File: src/rtl/fpbc_pkg.sv
package fpbc_pkg;
  localparam int FP_W      = 64;
  localparam int FP_EXP_W  = 11;
  localparam int FP_FRAC_W = 52;

  typedef struct packed {
    logic                 sign;
    logic [FP_EXP_W-1:0]  exp;
    logic [FP_FRAC_W-1:0] frac;
  } fp64_t;
endpackage

File: src/rtl/fpbc_unpack.sv
module fpbc_unpack
  import fpbc_pkg::*;
#(
  parameter int BASE  = 64,
  parameter int TAG_W = 8,
  localparam int LG_BASE = $clog2(BASE),
  localparam int EXP_W   = FP_EXP_W - LG_BASE,
  localparam int MAG_W   = FP_FRAC_W + BASE
) (
  input  logic             clk_i,
  input  logic             rst_ni,
  input  logic             valid_i,
  input  logic [FP_W-1:0]  word_i,
  input  logic [TAG_W-1:0] tag_i,
  output logic             valid_o,
  output logic             neg_o,
  output logic [MAG_W-1:0] mag_o,
  output logic [EXP_W-1:0] exp_o,
  output logic [TAG_W-1:0] tag_o
);
  fp64_t              fw;
  logic               is_zero;
  logic [LG_BASE-1:0] shamt;
  logic [MAG_W-1:0]   mant_ext;
  logic [MAG_W-1:0]   mag_d;

  assign fw       = fp64_t'(word_i);
  assign is_zero  = (fw.exp == '0);
  assign shamt    = fw.exp[LG_BASE-1:0];
  // hidden one is suppressed for zero exponent
  assign mant_ext = is_zero ? '0 : MAG_W'({1'b1, fw.frac});
  assign mag_d    = mant_ext << shamt;

  always_ff @(posedge clk_i or negedge rst_ni) begin
    if (!rst_ni) begin
      valid_o <= 1'b0;
      neg_o   <= 1'b0;
      mag_o   <= '0;
      exp_o   <= '0;
      tag_o   <= '0;
    end else begin
      valid_o <= valid_i;
      neg_o   <= fw.sign;
      mag_o   <= mag_d;
      exp_o   <= fw.exp[FP_EXP_W-1:LG_BASE];
      tag_o   <= tag_i;
    end
  end

  AST_ZERO_MAG: assert property (@(posedge clk_i) disable iff (!rst_ni)
    (valid_i && word_i[62:52] == '0) |=> (mag_o == '0));

  AST_LEAD_POS: assert property (@(posedge clk_i) disable iff (!rst_ni)
    (valid_i && word_i[62:52] != '0)
      |=> ((mag_o >> (int'($past(word_i[52+LG_BASE-1:52])) + 52)) == MAG_W'(1)));

  AST_EXP_HI: assert property (@(posedge clk_i) disable iff (!rst_ni)
    valid_i |=> (exp_o == $past(word_i[62:52+LG_BASE])));
endmodule

File: src/rtl/fpbc_signer.sv
module fpbc_signer #(
  parameter int BASE  = 64,
  parameter int TAG_W = 8,
  parameter int EXP_W = 5,
  localparam int MAG_W = 52 + BASE,
  localparam int SIG_W = 54 + BASE
) (
  input  logic             clk_i,
  input  logic             rst_ni,
  input  logic             valid_i,
  input  logic             neg_i,
  input  logic [MAG_W-1:0] mag_i,
  input  logic [EXP_W-1:0] exp_i,
  input  logic [TAG_W-1:0] tag_i,
  output logic             valid_o,
  output logic [SIG_W-1:0] sig_o,
  output logic [EXP_W-1:0] exp_o,
  output logic [TAG_W-1:0] tag_o
);
  logic [SIG_W-1:0] ext;
  logic [SIG_W-1:0] sig_d;

  // two guard positions: carry-out and sign
  assign ext   = {2'b00, mag_i};
  assign sig_d = neg_i ? (~ext + SIG_W'(1)) : ext;

  always_ff @(posedge clk_i or negedge rst_ni) begin
    if (!rst_ni) begin
      valid_o <= 1'b0;
      sig_o   <= '0;
      exp_o   <= '0;
      tag_o   <= '0;
    end else begin
      valid_o <= valid_i;
      sig_o   <= sig_d;
      exp_o   <= exp_i;
      tag_o   <= tag_i;
    end
  end

  AST_POS_GUARD: assert property (@(posedge clk_i) disable iff (!rst_ni)
    (valid_i && !neg_i) |=> (sig_o[SIG_W-1:SIG_W-2] == 2'b00));

  AST_NEG_SIGN: assert property (@(posedge clk_i) disable iff (!rst_ni)
    (valid_i && neg_i && mag_i != '0) |=> (sig_o[SIG_W-1:SIG_W-2] == 2'b11));

  AST_NEG_SUM: assert property (@(posedge clk_i) disable iff (!rst_ni)
    (valid_i && neg_i) |=> ((sig_o + {2'b00, $past(mag_i)}) == '0));
endmodule

File: src/rtl/fpbc_top.sv
module fpbc_top
  import fpbc_pkg::*;
#(
  parameter int BASE  = 64,
  parameter int TAG_W = 8,
  localparam int LG_BASE = $clog2(BASE),
  localparam int EXP_W   = FP_EXP_W - LG_BASE,
  localparam int MAG_W   = FP_FRAC_W + BASE,
  localparam int SIG_W   = 54 + BASE
) (
  input  logic             clk_i,
  input  logic             rst_ni,
  input  logic             valid_i,
  input  logic [FP_W-1:0]  word_i,
  input  logic [TAG_W-1:0] tag_i,
  output logic             valid_o,
  output logic [SIG_W-1:0] sig_o,
  output logic [EXP_W-1:0] exp_o,
  output logic [TAG_W-1:0] tag_o
);
  if ((1 << LG_BASE) != BASE || LG_BASE < 1 || LG_BASE > 10) begin : g_bad_base
    $error("BASE must be a power of two between 2 and 1024");
  end

  logic             s1_valid;
  logic             s1_neg;
  logic [MAG_W-1:0] s1_mag;
  logic [EXP_W-1:0] s1_exp;
  logic [TAG_W-1:0] s1_tag;

  fpbc_unpack #(.BASE(BASE), .TAG_W(TAG_W)) u_unpack (
    .clk_i   (clk_i),
    .rst_ni  (rst_ni),
    .valid_i (valid_i),
    .word_i  (word_i),
    .tag_i   (tag_i),
    .valid_o (s1_valid),
    .neg_o   (s1_neg),
    .mag_o   (s1_mag),
    .exp_o   (s1_exp),
    .tag_o   (s1_tag)
  );

  fpbc_signer #(.BASE(BASE), .TAG_W(TAG_W), .EXP_W(EXP_W)) u_signer (
    .clk_i   (clk_i),
    .rst_ni  (rst_ni),
    .valid_i (s1_valid),
    .neg_i   (s1_neg),
    .mag_i   (s1_mag),
    .exp_i   (s1_exp),
    .tag_i   (s1_tag),
    .valid_o (valid_o),
    .sig_o   (sig_o),
    .exp_o   (exp_o),
    .tag_o   (tag_o)
  );

  AST_VALID_LAT: assert property (@(posedge clk_i) disable iff (!rst_ni)
    valid_o |-> $past(valid_i, 2));

  AST_TAG_LAT: assert property (@(posedge clk_i) disable iff (!rst_ni)
    valid_o |-> (tag_o == $past(tag_i, 2)));
endmodule

File: config.mk
export PLATFORM = sky130hd
export DESIGN_NAME = fpbc_top
export DESIGN_NICKNAME = d
export VERILOG_FILES = /design/src/rtl/fpbc_pkg.sv /design/src/rtl/fpbc_unpack.sv /design/src/rtl/fpbc_signer.sv /design/src/rtl/fpbc_top.sv
export SDC_FILE = /design/constraint.sdc
export NUM_CORES = 1
export LEC_CHECK = 0
export BUFFER_PORTS_ARGS = -buffer_cell sky130_fd_sc_hd__clkbuf_2
export CORE_ASPECT_RATIO = 0.9
export CORE_MARGIN = 2
export CORE_UTILIZATION = 50
export DETAILED_ROUTE_END_ITERATION = 7
export GPL_TIMING_DRIVEN = 1
export PLACE_DENSITY = 0.71
export SLEW_MARGIN = 10
export SYNTH_ARGS = -nofsm -noshare
export SYNTH_HDL_FRONTEND = slang
export SYNTH_SLANG_ARGS = --single-unit
File: constraint.sdc
create_clock -name clk_i -period 3.05 [get_ports clk_i]
set_clock_uncertainty 0.05 [all_clocks]
set_input_delay 0.7625 -clock clk_i [delete_from_list [all_inputs] [get_ports clk_i]]
set_output_delay 0.7625 -clock clk_i [all_outputs]
set_load 0.02 [all_outputs]
=== Word-level counts from Yosys, hierarchy flattened ===
Index checks and enable logic that the tools add are counted.

* Register bits after elaboration: 263
* Logic and storage cells: 15
* Bits of input ports: 75
* Output and inout bits: 132

* Shift-type cells: 1
* Bitwise gates (word level): 1
* Reductions and logical operators: 1
* $add $sub $neg: 1
* Mux-type cells: 2

{| class="wikitable"
|+ Operator list
! operator !! count
|-
| $add 118x1->118 const B || 1
|-
| $mux 118 || 1
|-
| $not 116->118 || 1
|-
| $shl 116x6->116 || 1
|-
| $mux 53 || 1
|-
| $logic_not 11->1 || 1
|}

=== Depth between registers and ports, before layout ===
Gate-level depths: netlist of run 1.

* Depth in word-level cells: 3
* Depth in mapped cells: 10
* Mapped depth without buffers: 7

=== Hierarchy ===
A second synthesis of run 1 with hierarchy kept.

* Cell total of the unflattened synthesis: 1457
* Area total of the unflattened synthesis: 15173.3 µm²

{| class="wikitable"
|+ By module, submodules not included
! module !! seq. area each (µm²) !! area an instance (µm²) !! cells an instance !! instances
|-
| fpbc_unpack || 3278.1 || 8608.3 || 815 || 1
|-
| fpbc_signer || 3303.2 || 6565.0 || 642 || 1
|}

=== Worst setup path before layout of run 1 ===
OpenSTA, ideal clock, no wires.

* Path kind: in2reg
* Start: input word_i[52]
* End: register u_unpack.mag_o[76]
* Data required time: 2.859 ns
* Slack: -0.219 ns
* Library setup time: 0.141 ns
* Path buffers: 3
* Stages: 9
* Data arrival time: 3.078 ns
* Cell sequence: clkbuf_1 -> buf_2 -> buf_1 -> mux4_2 -> mux2_2 -> nand2_1 -> o21ai_0 -> a22oi_1 -> o21ai_0

* Word-level cells in the longest chain between the ends: 3

{| class="wikitable"
|+ RTL lines
! item !! RTL line !! source
|-
| from (decl) || fpbc_top.sv:14 || <nowiki>input logic [FP_W-1:0] word_i,</nowiki>
|-
| $logic_not 11->1 || fpbc_unpack.sv:28 || <nowiki>assign is_zero = (fw.exp == '0);</nowiki>
|-
| $mux 53 || fpbc_unpack.sv:31 || <nowiki>assign mant_ext = is_zero ? '0 : MAG_W'({1'b1, fw.frac});</nowiki>
|-
| $shl 116x6->116 * || fpbc_unpack.sv:32 || <nowiki>assign mag_d = mant_ext << shamt;</nowiki>
|-
| net u_unpack.mag_d[76] || fpbc_unpack.sv:25 || <nowiki>logic [MAG_W-1:0] mag_d;</nowiki>
|-
| to (signal assigned) || fpbc_unpack.sv:44 || <nowiki>mag_o <= mag_d;</nowiki>
|-
| to (decl) || fpbc_unpack.sv:17 || <nowiki>output logic [MAG_W-1:0] mag_o,</nowiki>
|}

Mark *: on every way through the listed nets, which the timed path passes. The rest lies on a longest branch.

=== Worst setup path in the final report of run 1 ===
* Start: register u_unpack.mag_o[12]
* End: register u_signer.sig_o[78]

* Word-level cells in the longest chain between the ends: 3

{| class="wikitable"
|+ RTL lines
! item !! RTL line !! source
|-
| $not 116->118 || fpbc_signer.sv:25 || <nowiki>assign sig_d = neg_i ? (~ext + SIG_W'(1)) : ext;</nowiki>
|-
| $add 118x1->118 || fpbc_signer.sv:25 ||
|-
| $mux 118 || fpbc_signer.sv:25 ||
|-
| net u_signer.sig_d[78] || fpbc_signer.sv:21 || <nowiki>logic [SIG_W-1:0] sig_d;</nowiki>
|-
| to (signal assigned) || fpbc_signer.sv:35 || <nowiki>sig_o <= sig_d;</nowiki>
|-
| to (decl) || fpbc_signer.sv:16 || <nowiki>output logic [SIG_W-1:0] sig_o,</nowiki>
|}

The timed path passes the listed nets, and every way through them passes these cells.

==> flow_summary.json, run 1 <==
{
  "maxClockFrequency_mhz": 333.1,
  "most_frequent_cells_in_the_layout": "dfrtp_1, clkbuf_2, buf_4",
  "critical_path.startpoint": "u_unpack.mag_o[12]$_DFF_PN0_",
  "placement.setup.worst_slack_ns": -0.07233,
  "synth-seq-cells": 263,
  "numClockSinks": 263,
  "power.leakage_uw": 0.007581,
  "first_global_vias": 11267,
  "crit_type": "reg -> reg",
  "hold_class": "in -> async",
  "h-tree-depth": 1,
  "detailedRoute.firstPassIterationCount": 5,
  "critical-path-top-cell-by-count": "or4_1",
  "crit_slowest_cell": "or4_1",
  "floorplan.die.width_um": 178.1,
  "filler_cell_count": 2134,
  "synth_cells": 1277,
  "net_count_of_the_mapped_netlist": 1353,
  "timing.final.max_slew_violations": 0,
  "numCtsBuffers": 28,
  "cts_buffer_depth": 3,
  "final_common_cell": "dfrtp_1",
  "fp.dieH_um": 160.7,
  "rows": 57,
  "tritoncts": "built",
  "starting_density": 0.5071,
  "synthesis.area_sq_um": 13630,
  "dr.first_iter.drc_count": 1278,
  "post-route-util": 0.6360,
  "antenna_left": 0,
  "drc_errors": 0,
  "cp_cell_sequence": "or4_1, or4_1, buf_4, nor4_2, nand3_2, o41ai_1, xnor2_1",
  "num_vias": 11731,
  "overflow": 0,
  "setup_ws_ns": 0.04784,
  "detail_route.wl_per_cell_um": 21.82,
  "route.final.wire_length_mm": 42.44,
  "ys_async_sr_fraction": 1.000,
  "final_cycle_share": 0.9843,
  "critical_path.startpoint_type": "register",
  "timing.critical_path.depth": 7,
  "arrival_ns": 3.41,
  "grt_usage": 0.2959,
  "area_growth_syn_to_layout_pct": 25.43,
  "diodes": 0,
  "setup_viol_count_final": 0,
  "ir_drop_uv": 452.5,
  "hold_violations": 0,
  "antenna_found_initial": 1,
  "timing.critical_path.fanout_max": 6,
  "timing.critical_path.slowest_cell_delay_ns": 0.53,
  "clk_pin_slew_worst_paths_ns": 0.06,
  "grt_start_max_net_pins": 105,
  "max_cap_violations": 0,
  "fin_nets": 1645,
  "synth-warning-count": 0,
  "core_sq_um": 26890,
  "synth-edff-count": 0,
  "path_delay_family": "simple AND/OR/NAND/NOR gates",
  "fin_crit_ns": 3.002,
  "die_area_sq_um": 28600,
  "timing.max_slew.rel_slack": 0.4145,
  "finalSetupTns_ns": 0,
  "postCtsSetupRepairBufs": 0,
  "r2r-end": "u_signer.sig_o[78]$_DFF_PN0_",
  "synth.yosys.seq_area_share": 0.4827,
  "req_time_crit_path_ns": 3.46,
  "r2r-start": "u_unpack.mag_o[12]$_DFF_PN0_",
  "synth_top_flop_cell": "dfrtp_1",
  "route.detailed.vias_per_inst": 6.031,
  "power_density_nw_per_um2": 597.8,
  "io_pins": 207,
  "clock_insertion_delay_worst_skew_ns": 0.57,
  "synth.avg_cell_area_sq_um": 10.68,
  "place_congestion": 0.9760,
  "setup.reg_to_reg.worst_slack_ns": 0.05,
  "drive_above_1_share": 0.3124,
  "outcome": "finished, final reports clean",
  "dpl.hpwl_mm": 32.12,
  "critical_path.endpoint": "u_signer.sig_o[78]$_DFF_PN0_",
  "netlist-cell-type-count": 63,
  "r2r_cells": 7,
  "cp-end-kind": "register",
  "portBuffers": 206,
  "timing_worst_slew_pin_value_ns": 0.8782,
  "clock_tree.root_cell": "clkbuf_16",
  "grt_first_pass_wirelength_mm": 65.05,
  "critical_path.n_buffers_inverters": 1
}
how the worst min path moves through the flow:
stage | to | slack [ns] | cells after the start
after global routing | u_signer.tag_o[3]$_DFF_PN0_ | 0.16 | 1
final | u_signer.valid_o$_DFF_PN0_ | 0.13 | 1
after global placement | u_signer.tag_o[3]$_DFF_PN0_ | 0.28 | 0
after CTS | u_signer.valid_o$_DFF_PN0_ | 0.15 | 1
after floorplan | u_signer.exp_o[0]$_DFF_PN0_ | 0.28 | 0
after detailed placement | u_signer.exp_o[2]$_DFF_PN0_ | 0.28 | 0
what timing repair did:
action                     in CTS  in global routing
gates resized for setup         1                 21
pin swaps                       0                  1
hold buffers                    0                  0
setup endpoints to repair       2                 20
cloned                          0                  0
state kept, by name, summed over array words and instances, names as in the netlist:
register	count
u_unpack.neg_o	1
u_unpack.exp_o	5
u_signer.tag_o	8
u_unpack.valid_o	1
u_unpack.tag_o	8
u_signer.exp_o	5
u_signer.valid_o	1
u_signer.sig_o	118
u_unpack.mag_o	116
metrics by stage:
stage	hold slack (ns)	instance area, sq um	instances	power, uW
floorplan	0.2812	13650	1277	5562
global placement	0.2821	16000	1893	6606
detailed placement	0.2847	16000	1893	6632
CTS	0.1531	17000	1945	10230
global route	0.1616	17100	1945	10670
finish	0.1316	17100	1945	10220
final cells by class:
cell class / instances / area (sq um) / share of cell area
clock buffers: 38 / 778.2 / 0.04551
repair buffers: 346 / 2232 / 0.1305
well taps: 354 / 442.9 / 0.02590
multi-input cells: 921 / 6815 / 0.3986
flip-flops and latches: 263 / 6583 / 0.3849
clock inverters: 14 / 215.2 / 0.01258
inverters: 9 / 33.78 / 0.001976
report_power, final:
part	internal, uW	switching (uW)	leakage [uW]
clock network	2150	1420	0.000484
logic	979	1500	0.00385
registers	3880	286	0.00325
layer usage:
layer	wire, um	part of all wire	vias up	GRT usage
met3	3938	0.093	80	0.04711
met2	18740	0.44	603	0.4401
met1	18530	0.44	5759	0.4504
li1	-	-	5287	-
met4	1230	0.029	2	0.07973
met5	11	0.00026	-	0.01215
cell families after synthesis:
family | count (synthesis) | share of synthesized area
buffers and inverters | 93 | 0.02606
XOR/XNOR | 114 | 0.07324
flip-flops | 263 | 0.4827
multiplexers | 113 | 0.1272
adder cells (fa/ha/maj) | 1 | 0.0009176
AND/OR/NAND/NOR | 413 | 0.1493
AO/OA/AOI/OAI | 280 | 0.1405
synthesized netlist by cell type, types with 8 or more instances:
library cell  count  area share
nor3_1           36       0.013
nand3_1          18      0.0066
and2_1           21      0.0096
a21oi_1          40       0.015
xor2_1           12      0.0077
clkbuf_1         68       0.019
a221oi_1         10      0.0064
nor2_1          115       0.032
a31oi_1          15      0.0069
o31ai_1          39       0.021
or4_1            20       0.011
or2_2             9      0.0041
a22oi_1          11      0.0061
nor4_1           19      0.0087
nand4_1           8      0.0037
nand2b_1         11      0.0050
dfrtp_1         263        0.48
nand2_1         116       0.032
o21ai_0          70       0.026
xnor2_1         102       0.066
o22ai_1          10      0.0046
buf_1            11      0.0030
mux4_2           46       0.076
mux2i_1          45       0.033
o22a_1           11      0.0071
mux2_2           22       0.018
or3_1            13      0.0060
o41ai_1          14      0.0090
Power figures use the tool's default switching activity.
==> run 2: changes to the inputs <==
CELL_PAD_IN_SITES_DETAIL_PLACEMENT = 0   (was default)
CELL_PAD_IN_SITES_GLOBAL_PLACEMENT = 1   (was default)
CORE_UTILIZATION = 41   (was 50)
PLACE_DENSITY = 0.74   (was 0.71)
==> run 2 against run 1 <==
Compared with the run above: final cell count increased by 4.8%; flip-flop and latch count unchanged; critical path depth increased by 1; sequential power barely moved; clock power is 3% lower; via count is 0.94% lower; setup slack gained 0.072 ns; critical path type unchanged; largest cell class unchanged; largest power group unchanged; highest routed layer is now met4.
==> flow_summary.json, run 2 (synthesized netlist as in run 1, its figures left out) <==
{
  "placement.setup.worst_slack_ns": -0.1119,
  "antenna_left": 0,
  "grt_usage": 0.2545,
  "clock_tree.root_cell": "clkbuf_16",
  "place_inst": 1987,
  "regMostFlops": "u_signer.sig_o",
  "core_sq_um": 32870,
  "final_cells": 2039,
  "die_area_sq_um": 34730,
  "postCtsSetupRepairBufs": 0,
  "hold_violations": 0,
  "cp-end-kind": "register",
  "detailedRoute.firstPassIterationCount": 5,
  "cts_hold_repair.buffers": 0,
  "fin_crit_ns": 2.930,
  "place_congestion": 0.9678,
  "hold_class": "in -> async",
  "drc_errors": 0,
  "starting_density": 0.4148,
  "max_cap_violations": 0,
  "largest_register_ffs": 118,
  "route.final.wire_length_mm": 44.08,
  "h-tree-depth": 1,
  "setup_viol_count_final": 0,
  "first_global_vias": 11396,
  "timing.max_slew.rel_slack": 0.4505,
  "timing.final.max_slew_violations": 0,
  "io_pins": 207,
  "power_density_nw_per_um2": 587.7,
  "timing.critical_path.fanout_max": 15,
  "floorplan.die.width_um": 196.2,
  "area_growth_syn_to_layout_pct": 26.96,
  "num_vias": 11621,
  "grt_setup_unrepaired": "false",
  "setup_ws_ns": 0.1197,
  "rows": 63,
  "req_time_crit_path_ns": 3.45,
  "clock_insertion_delay_worst_skew_ns": 0.55,
  "numCtsBuffers": 28,
  "outcome": "finished, final reports clean",
  "grt_first_pass_wirelength_mm": 67.99,
  "cts_buffer_depth": 3,
  "timing_worst_slew_pin_value_ns": 0.8233,
  "final_cycle_share": 0.9608,
  "clk_pin_slew_worst_paths_ns": 0.06,
  "critical_path.startpoint_type": "register",
  "fin_nets": 1671,
  "crit_type": "reg -> reg",
  "dr.first_iter.drc_count": 1054,
  "power.leakage_uw": 0.007677,
  "maxClockFrequency_mhz": 341.3,
  "portBuffers": 206,
  "fp.dieH_um": 177.0,
  "ir_drop_uv": 318.4,
  "drive_above_1_share": 0.3212,
  "biggest_regs": "u_signer.sig_o: 118 flops, u_unpack.mag_o: 116 flops",
  "antenna_found_initial": 1,
  "arrival_ns": 3.33,
  "grt_start_max_net_pins": 105,
  "final_common_cell": "dfrtp_1",
  "tritoncts": "built",
  "overflow": 0,
  "detail_route.wl_per_cell_um": 21.62,
  "most_frequent_cells_in_the_layout": "dfrtp_1, clkbuf_2, buf_4",
  "dpl.hpwl_mm": 34.39,
  "route.detailed.vias_per_inst": 5.699,
  "numClockSinks": 263
}
==> run 2: where the power goes <==
part	switching (uW)	internal [uW]	total [uW]
sequential	286	3880	4170
combinational	1520	1010	2530
clock	1350	2120	3480
==> run 2: area by class of cell <==
| cell class | instances | area (sq um) |
|---|---|---|
| multi-input combinational | 921 | 6782 |
| fill | 2961 | 15560 |
| inverter | 9 | 33.78 |
| timing repair buffer | 372 | 2426 |
| sequential | 263 | 6583 |
| antenna | 1 | 2.502 |
| tap | 422 | 528.0 |
| clock buffer | 37 | 775.7 |
| clock inverter | 14 | 178.9 |
==> run 2: through the flow <==
step                      setup TNS [ns]  instance area [sq um]  hold slack (ns)  power [uW]  utilization
after floorplan                        0                  13650           0.2812        5562            -
after global placement           -0.1901                  16270           0.2820        6689       0.4948
after detailed placement         -0.3236                  16270           0.2847        6711       0.4948
after CTS                              0                  17240           0.1754       10210       0.5244
after global routing                   0                  17310           0.2017       10630       0.5265
final                                  0                  17310           0.1510       10170       0.5266
==> run 2: what timing repair did <==
item,CTS,global route
setup endpoints to repair,9,26
pin swaps,1,1
gates resized for setup,3,14
==> run 2: critical path: stages, from the launching register on <==
cell and delay [ns]:
dfrtp_1 0.38, or4_4 0.54, or4_4 0.50, buf_6 0.16
nor4_4 0.28, nand3_2 0.10, buf_4 0.22, o41ai_1 0.43
xnor2_1 0.18
==> run 2: path summary, 6_finish.rpt <==
kind	end	slack (ns)	startpoint	depth (start not counted)
worst max-delay path	u_signer.sig_o[111]$_DFF_PN0_	0.12	u_unpack.mag_o[12]$_DFF_PN0_	8
max in group asynchronous	u_unpack.exp_o[0]$_DFF_PN0_	1.98	rst_ni	2
min in group clk_i	u_unpack.tag_o[3]$_DFF_PN0_	0.28	tag_i[3]	1
worst min register to register	u_signer.tag_o[2]$_DFF_PN0_	0.30	u_unpack.tag_o[2]$_DFF_PN0_	0
worst min-delay path	u_unpack.tag_o[3]$_DFF_PN0_	0.15	rst_ni	1
worst max register to register	u_signer.sig_o[111]$_DFF_PN0_	0.12	u_unpack.mag_o[12]$_DFF_PN0_	8
==> run 2: per-layer routing <==
metal  wire [um]  track usage  share of wire  vias up
met1       21240       0.3939           0.48     5734
li1            -            -              -     5331
met4        1072      0.07229          0.024        0
met5           0            0              0        -
met3        3258      0.03982          0.074       63
met2       18500       0.3679           0.42      493
==> run 3: changes to the inputs <==
BUFFER_PORTS_ARGS = default   (was -buffer_cell sky130_fd_sc_hd__clkbuf_2)
CORE_UTILIZATION = 45   (was 41)
DONT_BUFFER_PORTS = 1   (was default)
PLACE_DENSITY = 0.73   (was 0.74)
==> run 3 against run 2 <==
Compared with the run above: the run now ends with negative hold slack left; critical path depth decreased by 1; wire length fell by 7.2%; final cell count fell by 15%; via count shrank 9.9%; fmax down 0.73%.
==> flow_summary.json, run 3 (synthesized netlist as in run 1, its figures left out) <==
{
  "clock_insertion_delay_worst_skew_ns": 0.57,
  "num_vias": 10475,
  "grt_usage": 0.2560,
  "fp.dieH_um": 169.1,
  "io_pins": 207,
  "timing.critical_path.fanout_max": 15,
  "die_area_sq_um": 31710,
  "outcome": "complete, but fails checks",
  "wl_met1_mm": 18.97,
  "final_cycle_share": 0.9678,
  "route.final.wire_length_mm": 40.92,
  "numClockSinks": 263,
  "hold_violations": 263,
  "met3RoutedLength_mm": 3.563,
  "fin_crit_ns": 2.952,
  "req_time_crit_path_ns": 3.48,
  "first_global_vias": 10190,
  "overflow": 0,
  "power_density_nw_per_um2": 621.8,
  "floorplan.die.width_um": 187.5,
  "dr.first_iter.drc_count": 1045,
  "timing_worst_slew_pin_value_ns": 0.9097,
  "timing.max_slew.rel_slack": 0.3913,
  "starting_density": 0.4563,
  "regMostFlops": "u_signer.sig_o",
  "biggest_regs": "u_signer.sig_o: 118 flops, u_unpack.mag_o: 116 flops",
  "final_common_cell": "dfrtp_1",
  "max_cap_violations": 0,
  "crit_slowest_cell": "or4_4",
  "post-layout-total-power_uw": 9601,
  "arrival_ns": 3.38,
  "hold_class": "in -> async",
  "grt_start_max_net_pins": 264,
  "critical_path.n_buffers_inverters": 1,
  "critical_path.startpoint_type": "register",
  "power.leakage_uw": 0.006328,
  "detailedRoute.firstPassIterationCount": 6,
  "drive_above_1_share": 0.1620,
  "ir_drop_uv": 452.1,
  "dpl.hpwl_mm": 30.94,
  "postPlaceCellArea_sq_um": 14440,
  "grt_first_pass_wirelength_mm": 62.30,
  "timing.final.max_slew_violations": 0,
  "postCtsSetupRepairBufs": 0,
  "tritoncts": "built",
  "diodes": 0,
  "maxClockFrequency_mhz": 338.8,
  "numCtsBuffers": 28,
  "stdcell_area_sq_um": 15440,
  "antenna_found_initial": 0,
  "cp_cell_sequence": "or4_1, or4_4, nor4_4, nand3_2, buf_4, o41ai_1, xnor2_1",
  "portBuffers": 0,
  "post-route-util": 0.5168,
  "clk_pin_slew_worst_paths_ns": 0.06,
  "cts_buffer_depth": 3,
  "setup_viol_count_final": 0,
  "grt_setup_unrepaired": "false",
  "antenna_left": 0,
  "clock_tree.root_cell": "clkbuf_16",
  "largest_register_ffs": 118,
  "final.hold.worst_slack_ns": -0.1605,
  "maxUsedRoutingLayer": "met4",
  "area_growth_syn_to_layout_pct": 13.25,
  "fin_nets": 1376,
  "core_sq_um": 29880,
  "finalSetupTns_ns": 0,
  "h-tree-depth": 1,
  "rows": 60,
  "route.detailed.vias_per_inst": 6.076,
  "path_delay_family": "simple AND/OR/NAND/NOR gates",
  "placement.setup.worst_slack_ns": -0.02202,
  "detail_route.wl_per_cell_um": 23.74,
  "crit_type": "reg -> reg",
  "place_congestion": 0.9586,
  "failed_checks": "negative hold slack",
  "most_frequent_cells_in_the_layout": "dfrtp_1, nand2_1, nor2_1",
  "drc_errors": 0,
  "timing.critical_path.slowest_cell_delay_ns": 0.56,
  "met2_wire_length_mm": 17.46,
  "setup_ws_ns": 0.09816,
  "cp-end-kind": "register"
}
run 3: timing repair:
| item | CTS | global route |
|---|---|---|
| gates resized for setup | 1 | 2 |
| pin swaps | 0 | 0 |
| hold endpoints to repair | 263 | 263 |
| endpoints found under the setup margin | 1 | 2 |
run 3: routing by layer:
| metal | global-route usage | vias up |
|---|---|---|
| met5 | 0 | - |
| met4 | 0.06265 | 0 |
| met3 | 0.05702 | 61 |
| met2 | 0.3719 | 472 |
| met1 | 0.3888 | 5206 |
| li1 | - | 4736 |
run 3: final timing paths:
path | start | end | slack, ns | depth (start not counted)
max in group asynchronous | rst_ni | u_unpack.neg_o$_DFF_PN0_ | 2.70 | 0
min in group clk_i | valid_i | u_unpack.valid_o$_DFF_PN0_ | 0.17 | 0
hold reg to reg | u_unpack.exp_o[1]$_DFF_PN0_ | u_signer.exp_o[1]$_DFF_PN0_ | 0.30 | 0
setup reg to reg | u_unpack.mag_o[12]$_DFF_PN0_ | u_signer.sig_o[99]$_DFF_PN0_ | 0.1 | 7
setup / recovery | u_unpack.mag_o[12]$_DFF_PN0_ | u_signer.sig_o[99]$_DFF_PN0_ | 0.1 | 7
hold / removal | rst_ni | u_signer.tag_o[4]$_DFF_PN0_ | -0.16 | 0
run 3: final cells by class:
type | count | area (sq um)
inverter | 9 | 33.78
tap | 403 | 504.2
multi-input combinational | 921 | 6723
clock inverter | 13 | 212.7
timing repair buffer | 77 | 615.6
clock buffer | 38 | 768.2
sequential | 263 | 6583
fill | 2747 | 14440
run 3: per-stage QoR:
| step | cells | hold slack (ns) |
|---|---|---|
| after global placement | 1673 | 0.2820 |
| after global routing | 1724 | -0.1801 |
| after detailed placement | 1673 | 0.2847 |
| final | 1724 | -0.1605 |
| after floorplan | 1277 | 0.2812 |
| after CTS | 1724 | -0.1835 |
run 3: power breakdown:
group / switching, uW / internal [uW]
Combinational: 876 / 690
Clock: 1400 / 2120
Sequential: 628 / 3880
